## config.mk

```make
export PLATFORM = sky130hd
export DESIGN_NAME = tick_rate_timer
export DESIGN_NICKNAME = d
export VERILOG_FILES = /design/src/rtl/tick_timer_pkg.sv /design/src/rtl/tmr_byte_loader.sv /design/src/rtl/tmr_rate_core.sv /design/src/rtl/tick_rate_timer.sv
export SDC_FILE = /design/constraint.sdc
export NUM_CORES = 1
export LEC_CHECK = 0
export CAP_MARGIN = 40
export CORE_MARGIN = 2
export CORE_UTILIZATION = 55
export CTS_CLUSTER_SIZE = 40
export DETAILED_ROUTE_END_ITERATION = 7
export PLACE_DENSITY_LB_ADDON = 0.25
export SYNTH_ARGS = -nofsm -noshare
export SYNTH_HDL_FRONTEND = slang
export SYNTH_SLANG_ARGS = --single-unit
```

## constraint.sdc

```tcl
create_clock -name clk -period 2.6 [get_ports clk]
set_input_delay 0.52 -clock clk [delete_from_list [all_inputs] [get_ports clk]]
set_output_delay 0.52 -clock clk [all_outputs]
set_load 0.05 [all_outputs]
```

## src/rtl/tick_timer_pkg.sv

```systemverilog
package tick_timer_pkg;

    typedef enum logic {
        SEL_LO = 1'b0,
        SEL_HI = 1'b1
    } byte_sel_e;

    // Smallest reload value that still gives a distinct expiry tick
    parameter int unsigned RELOAD_FLOOR = 2;

endpackage

```

## src/rtl/tmr_byte_loader.sv

```systemverilog
module tmr_byte_loader
    import tick_timer_pkg::*;
#(
    parameter int unsigned BYTE_W = 8
) (
    input  logic                  clk,
    input  logic                  rst_n,
    input  logic                  wr_en,
    input  logic                  wr_hi,
    input  logic [BYTE_W-1:0]     wr_data,
    output logic                  commit_o,
    output logic [2*BYTE_W-1:0]   value_o
);

    typedef struct packed {
        logic              pend;
        logic [BYTE_W-1:0] lo;
    } ld_state_t;

    ld_state_t ld_d, ld_q;

    always_comb begin
        ld_d     = ld_q;
        commit_o = 1'b0;
        value_o  = {wr_data, ld_q.lo};
        if (wr_en) begin
            if (wr_hi == SEL_HI) begin
                commit_o = ld_q.pend;
                ld_d.pend = 1'b0;
            end else begin
                ld_d.lo   = wr_data;
                ld_d.pend = 1'b1;
            end
        end
    end

    always_ff @(posedge clk) begin
        if (!rst_n) begin
            ld_q <= '0;
        end else begin
            ld_q <= ld_d;
        end
    end

endmodule

```

## src/rtl/tmr_rate_core.sv

```systemverilog
module tmr_rate_core
    import tick_timer_pkg::*;
#(
    parameter int unsigned CNT_W     = 16,
    parameter int unsigned MIN_RLD   = RELOAD_FLOOR
) (
    input  logic             clk,
    input  logic             rst_n,
    input  logic             tick_en,
    input  logic             load_req,
    input  logic [CNT_W-1:0] load_val,
    output logic [CNT_W-1:0] count_o,
    output logic             expire_o,
    output logic             zero_o,
    output logic             armed_o
);

    localparam logic [CNT_W-1:0] ONE   = CNT_W'(1);
    localparam logic [CNT_W-1:0] FLOOR = CNT_W'(MIN_RLD);

    typedef struct packed {
        logic             armed;
        logic             zero;
        logic [CNT_W-1:0] cnt;
        logic [CNT_W-1:0] rld;
    } core_state_t;

    core_state_t st_d, st_q;
    logic        accept;

    always_comb begin
        st_d   = st_q;
        accept = load_req && (load_val >= FLOOR);
        if (!st_q.armed) begin
            if (accept) begin
                st_d.armed = 1'b1;
                st_d.cnt   = load_val;
                st_d.rld   = load_val;
            end
        end else begin
            if (accept) begin
                st_d.rld = load_val;
            end
            if (tick_en) begin
                if (st_q.cnt == ONE) begin
                    st_d.cnt  = st_q.rld;
                    st_d.zero = 1'b1;
                end else begin
                    st_d.cnt  = st_q.cnt - ONE;
                    st_d.zero = 1'b0;
                end
            end
        end
    end

    always_ff @(posedge clk) begin
        if (!rst_n) begin
            st_q <= '0;
        end else begin
            st_q <= st_d;
        end
    end

    assign count_o  = st_q.cnt;
    assign expire_o = st_q.armed && (st_q.cnt == ONE);
    assign zero_o   = st_q.zero;
    assign armed_o  = st_q.armed;

endmodule

```

## src/rtl/tick_rate_timer.sv

```systemverilog
module tick_rate_timer
    import tick_timer_pkg::*;
#(
    parameter int unsigned BYTE_W = 8
) (
    input  logic                  clk,
    input  logic                  rst_n,
    input  logic                  wr_en,
    input  logic                  wr_hi,
    input  logic [BYTE_W-1:0]     wr_data,
    input  logic                  tick_en,
    output logic [2*BYTE_W-1:0]   count_o,
    output logic                  expire_o,
    output logic                  zero_o
);

    localparam int unsigned CNT_W = 2 * BYTE_W;

    logic             ld_commit;
    logic [CNT_W-1:0] ld_value;
    logic             core_armed;

    tmr_byte_loader #(.BYTE_W(BYTE_W)) u_loader (
        .clk      (clk),
        .rst_n    (rst_n),
        .wr_en    (wr_en),
        .wr_hi    (wr_hi),
        .wr_data  (wr_data),
        .commit_o (ld_commit),
        .value_o  (ld_value)
    );

    tmr_rate_core #(.CNT_W(CNT_W), .MIN_RLD(RELOAD_FLOOR)) u_core (
        .clk      (clk),
        .rst_n    (rst_n),
        .tick_en  (tick_en),
        .load_req (ld_commit),
        .load_val (ld_value),
        .count_o  (count_o),
        .expire_o (expire_o),
        .zero_o   (zero_o),
        .armed_o  (core_armed)
    );

endmodule

```

# --- After elaboration in Yosys (flattened, before gate mapping) ---
# Cells that the tools add are included.
classes:
  add_sub_neg: 1
  order_cmp: 1
  eq_ne: 2
  mux: 10
  bitwise_logic: 1
  n_reduce_logical: 6
ops:
  columns: ["operator", "n"]
  rows:
  - ["32-bit two-way mux", 2]
  - ["16-bit two-way mux", 2]
  - ["17-bit two-way mux", 1]
  - ["16-bit by 1-bit == test with 1-bit output, second input constant", 1]
  - ["16-bit by 2-bit greater-or-equal comparator with 1-bit output, second input constant", 1]
  - ["16-bit by 1-bit subtractor with 16-bit output, second input constant", 1]
  - ["2-bit AND reduction", 3]
  - ["1-bit two-way mux", 5]
  - ["1-bit logical AND", 2]
  - ["2-bit != test, second input constant", 1]
  - ["2-bit nonzero test", 1]
  - ["1-bit inverter", 1]
word_totals:
  register_bits: 43
  inputBits: 13
  output_inout_bits: 18
  elab_cells: 27

# --- Depth between registers and ports, before layout ---
# Gate-level depths: netlist of run 1.
logic_depth:
  depth_word: 5
  mapped_depth: 8
  mapped_depth_nobuf: 7

# --- Modules after synthesis ---
# A second synthesis of run 1 with hierarchy kept.
unflattened:
  cells_unflattened: 310
  hier_area_um2: 2498.6
modules_own_cells:
  columns: ["module", "n_inst", "cells_each", "area_per_inst_um2", "seq_area_each_um2"]
  rows:
  - ["tmr_rate_core", 1, 254, 1993.2, 680.7]
  - ["tmr_byte_loader", 1, 56, 505.5, 180.2]

# --- Worst setup path before layout of run 1 ---
# Ideal clock, no wire load.
synth_path:
  kind: "register to output"
  startpoint: "register u_core.st_q, in the netlist u_core.count_o[3]"
  endpoint: "output port expire_o"
  t_arrival_ns: 1.718
  t_required_ns: 2.080
  path_slack_ns: 0.362
  path_stages_with_launch: 5
  n_path_buf: 1
  cell_sequence: "dfxtp_1 > or4_4 > buf_6 > nor4_4 > and3_1"
synth_between:
  elab_chain_len: 2
synth_rtl:
  columns: ["item", "line", "rtl"]
  rows:
  - ["start: declaration", "tmr_rate_core.sv:28", "core_state_t st_d, st_q;"]
  - ["start signal: assignment", "tmr_rate_core.sv:60", "st_q <= st_d;"]
  - ["16-bit by 1-bit == test with 1-bit output", "tmr_rate_core.sv:65", "assign expire_o = st_q.armed && (st_q.cnt == ONE);"]
  - ["1-bit logical AND", "tmr_rate_core.sv:65", null]
  - ["end: declaration", "tick_rate_timer.sv:13", "output logic expire_o,"]
# No other way between the ends.

# --- Final worst setup path of run 1 ---
layout_path:
  startpoint: "register u_core.st_q, in the netlist u_core.count_o[4]"
  endpoint: "output port expire_o"
# Same word-level chain as after synthesis.

==> summary.txt, run 1 <==
Placed design
  • Port bufs: 30
  • GP Congestion: roughly 0.84
  • Final HPWL DP: 4588 µm
  • Cell Area, Placed: around 2700 µm²

Critical path
  • R2R Path Start: u_core.count_o[4]
  • Worst EP required: 2.08 ns
  • Critical Setup Path Class: flip-flop to output port
  • Worst Setup End Kind: output port
  • Cells on worst reg2reg path: 5
  • Worst setup SP type: flip-flop
  • Cells along the critical path: or4_4 > nor4_4 > and3_4 > buf_12
  • Slowest-stage cell, CP: or4_4
  • CP Max Fanout: 11
  • Worst EP arrival: ~2 ns
  • R2r setup slk: 0.21 ns
  • Max stage delay on crit path: ~0.63 ns
  • FF-to-FF End: u_core.count_o[8]

GRT
  • Overall routing resource usage: between 20% and 30%
  • Grt ovf: 0
  • Largest net degree at the start of global routing: 17
  • Initial antenna violation count: 0
  • First-pass GRT wire length: 10,430 µm
  • Vias in the first global route: roughly 2,100

Timing
  • Relative max-transition margin: a little under three fifths
  • Final Skew: roughly 0.018 ns
  • Hold slack: roughly 0.45 ns
  • Fin crit period: 2.525 ns
  • Period utilization: about 97%
  • Slew @ Worst Pin: about 0.63 ns
  • Setup TNS: 0 ns
  • RSZ-0062 raised after global routing: no
  • Final hold violations: 0
  • Achievable Freq: between 300 and 400 MHz
  • Endpoints failing setup: 0
  • Final Max Slew Viols: 0

Clock tree
  • Worst-skew pair later-pin latency: between 0.3 and 0.4 ns
  • Clock transition at path regs: ~0.09 ns
  • Sink Count: 43
  • Total CTS buffers: 5
  • Root Buffer: clkbuf_8
  • Number of H-tree levels: 2
  • CTS Buffer Depth: 2
  • CTS tree: yes
  • Hold_buf cts: 0

Cells and area
  • P&R area growth vs syn: 18.55%
  • Post-Layout Inst Area: roughly 2800 µm²
  • Share of cells above drive strength 1: about 15%
  • Final net count: ~330
  • Diodes inserted: 0
  • Commonest non-fill, non-tap cell in the layout: dfxtp_1
  • Most frequent cells in the layout: dfxtp_1 (42), nand2_1 (41), a21oi_1 (32), clkdlybuf4s50_1 (29), buf_4 (23)

Synth
  • Yosys reg bits: 43
  • Adder-Cell Fraction of Synth Area: ~1.0%
  • Mean Syn Cell Area: roughly 8.4 µm²
  • Ys Warns: 0
  • Post-synth EDFFs: 0
  • Mapped Area: ~2400 µm²
  • Register area share after synthesis: a little over a third
  • Post-synthesis compound-gate area fraction: a little under a fifth
  • Largest cells by area after synthesis: dfxtp_1 (36%), a21oi_1 (6.7%), nand2_1 (6.4%), mux2i_1 (5.8%), buf_4 (5.3%)
  • Distinct cells, synth: 55
  • Synth Instances: between 200 and 300
  • Area share of the largest cell type after synthesis: a little over a third
  • Post-Syn Nets: roughly 300
  • Leading area contributor after synthesis: dfxtp_1
  • Post-synthesis mux area share: ~5.8%
  • Async set-reset flop share out of synthesis: 0%
  • Post-Synth XOR/XNOR Area: between 3 and 4%
  • Synth Area in Simple Gates: about 26%
  • Largest family of logic cells by synthesized area: simple AND/OR/NAND/NOR gates
  • Commonest register cell after synthesis: dfxtp_1

Outcome
  • Status: completed

Die
  • Core area: around 4300 µm²
  • Die Y-Extent: between 70 and 80 µm
  • Row cnt: 24
  • IO Count: 31
  • Effective utilization at floorplan: ~56%
  • Die Wd: approximately 70 µm
  • Die area: slightly below 5000 µm²

Min path
  • Worst min-delay path endpoint: u_core.zero_o
  • Hold Crit Start: u_core.zero_o
  • Worst Hold Depth: 2
  • Hold crit path type: flip-flop to flip-flop

Routing
  • Post-DR wirelength/cell: between 15 and 20 µm
  • Via count: ~2,200
  • Overall routed net length: between 6000 and 7000 µm
  • Pre-Repair DR Iteration Count: 5
  • Initial detailed-routing violation count: 210
  • Post-DR vias/cell: between 6 and 7
  • Drt drc: 0
  • Post-DRT Antenna Nets: 0

Pwr
  • P_leak: about 1.1 nW
  • Worst vdd ir: roughly 0.39 mV
  • Pwr per Cell Area: approximately 570 nW/µm²

Job
  • # Max-Cap Violations: 0
final cells by class:
class	count	area, µm²
Clock buffer	8	100.1
Fill cell	383	1418
Inverter	6	22.52
Multi-Input combinational cell	203	1314
Sequential cell	43	862.1
Tap cell	52	65.06
Timing Repair Buffer	53	483.0
power by group:
group	internal [mW]	switching (mW)	total, mW
registers	0.684	0.0347	0.719
clock network	0.243	0.225	0.467
logic	0.185	0.246	0.430
flip-flops by register name, indices dropped and copies added (netlist names):
| register | count |
|---|---|
| u_core.armed_o | 1 |
| u_core.count_o | 16 |
| u_core.st_q | 16 |
| u_core.zero_o | 1 |
| u_loader.ld_q | 1 |
| u_loader.value_o | 8 |
synthesized netlist by cell type, types with 2 or more instances:
cell type / number
o21a_1: 2
dfxtp_1: 43
o21ai_0: 5
a21oi_1: 32
nor3_1: 14
buf_2: 5
nor4_4: 3
nand4_1: 2
nor4_1: 6
inv_1: 6
a211oi_1: 2
or4_1: 2
clkbuf_1: 11
or4_4: 2
or3_1: 5
mux2i_1: 14
nor2_1: 17
xnor2_1: 4
buf_4: 17
nand3_1: 4
and3_1: 2
nand2_1: 41
nand2b_1: 3
xor2_1: 5
ha_1: 2
o221ai_1: 9
worst max path at each step:
stage	start	end	slack (ns)	cells past startpoint
floorplan	u_core.count_o[3]	expire_o	0.36	4
global placement	wr_en	u_core.count_o[14]	0.22	7
detailed placement	wr_data[1]	u_core.count_o[15]	0.19	7
CTS	u_core.count_o[4]	expire_o	0.006	5
global route	u_core.count_o[4]	expire_o	0.04	4
finish	u_core.count_o[4]	expire_o	0.08	4
worst max-delay path: cells and delay by family (launching register included):
kind	cells	cell delay, ns
buf+inv	1	0.13
flops	1	0.36
simple gates	3	1.20
repair_timing:
item | CTS | global route
resized for setup | 0 | 2
setup buffers | 0 | 1
endpoints found under the setup margin | 0 | 1
routing by layer:
layer  share of wire [%]  vias to the layer above  GRT usage [%]
li1                    -                     1072              -
met1                  45                     1050          38.42
met2                  47                       88          41.48
met3                 6.9                        9          5.339
met4                 1.0                        0          7.051
met5                   0                        -              0
through the flow:
step	cells	util (%)	setup slack (ns)	total power, mW
2_1_floorplan	287	-	0.3621	1.039
3_3_place_gp	357	64.26	0.2182	1.147
3_5_place_dp	357	64.26	0.1853	1.153
4_1_cts	365	66.61	0.005828	1.610
5_1_grt	365	66.75	0.03582	1.686
6_report	365	66.75	0.07505	1.616
cells by family after synthesis:
kind of cell    after synthesis
mux                          14
xor+xnor                      9
simple gates                112
fa+ha+maj                     2
flops                        43
buf+inv                      41
compound gates               66
Note: power is estimated with default switching activity, not from simulation.
==> run 2: changes to the inputs <==
--- a/config.mk
+++ b/config.mk
@@ -8,7 +8,7 @@
 export CAP_MARGIN = 40
 export CORE_MARGIN = 2
 export CORE_UTILIZATION = 55
-export CTS_CLUSTER_SIZE = 40
+export CTS_CLUSTER_SIZE = 25
 export DETAILED_ROUTE_END_ITERATION = 7
 export PLACE_DENSITY_LB_ADDON = 0.25
 export SYNTH_ARGS = -nofsm -noshare
==> results of run 2 <==
Final layout, timing and power as in run 1 (identical DEF).
==> run 3: changes to the inputs <==
--- a/config.mk
+++ b/config.mk
@@ -5,6 +5,7 @@
 export SDC_FILE = /design/constraint.sdc
 export NUM_CORES = 1
 export LEC_CHECK = 0
+export ABC_CLOCK_PERIOD_IN_PS = 2600
 export CAP_MARGIN = 40
 export CORE_MARGIN = 2
 export CORE_UTILIZATION = 55
==> results of run 3 <==
Final layout, timing and power as in run 1 (identical DEF).
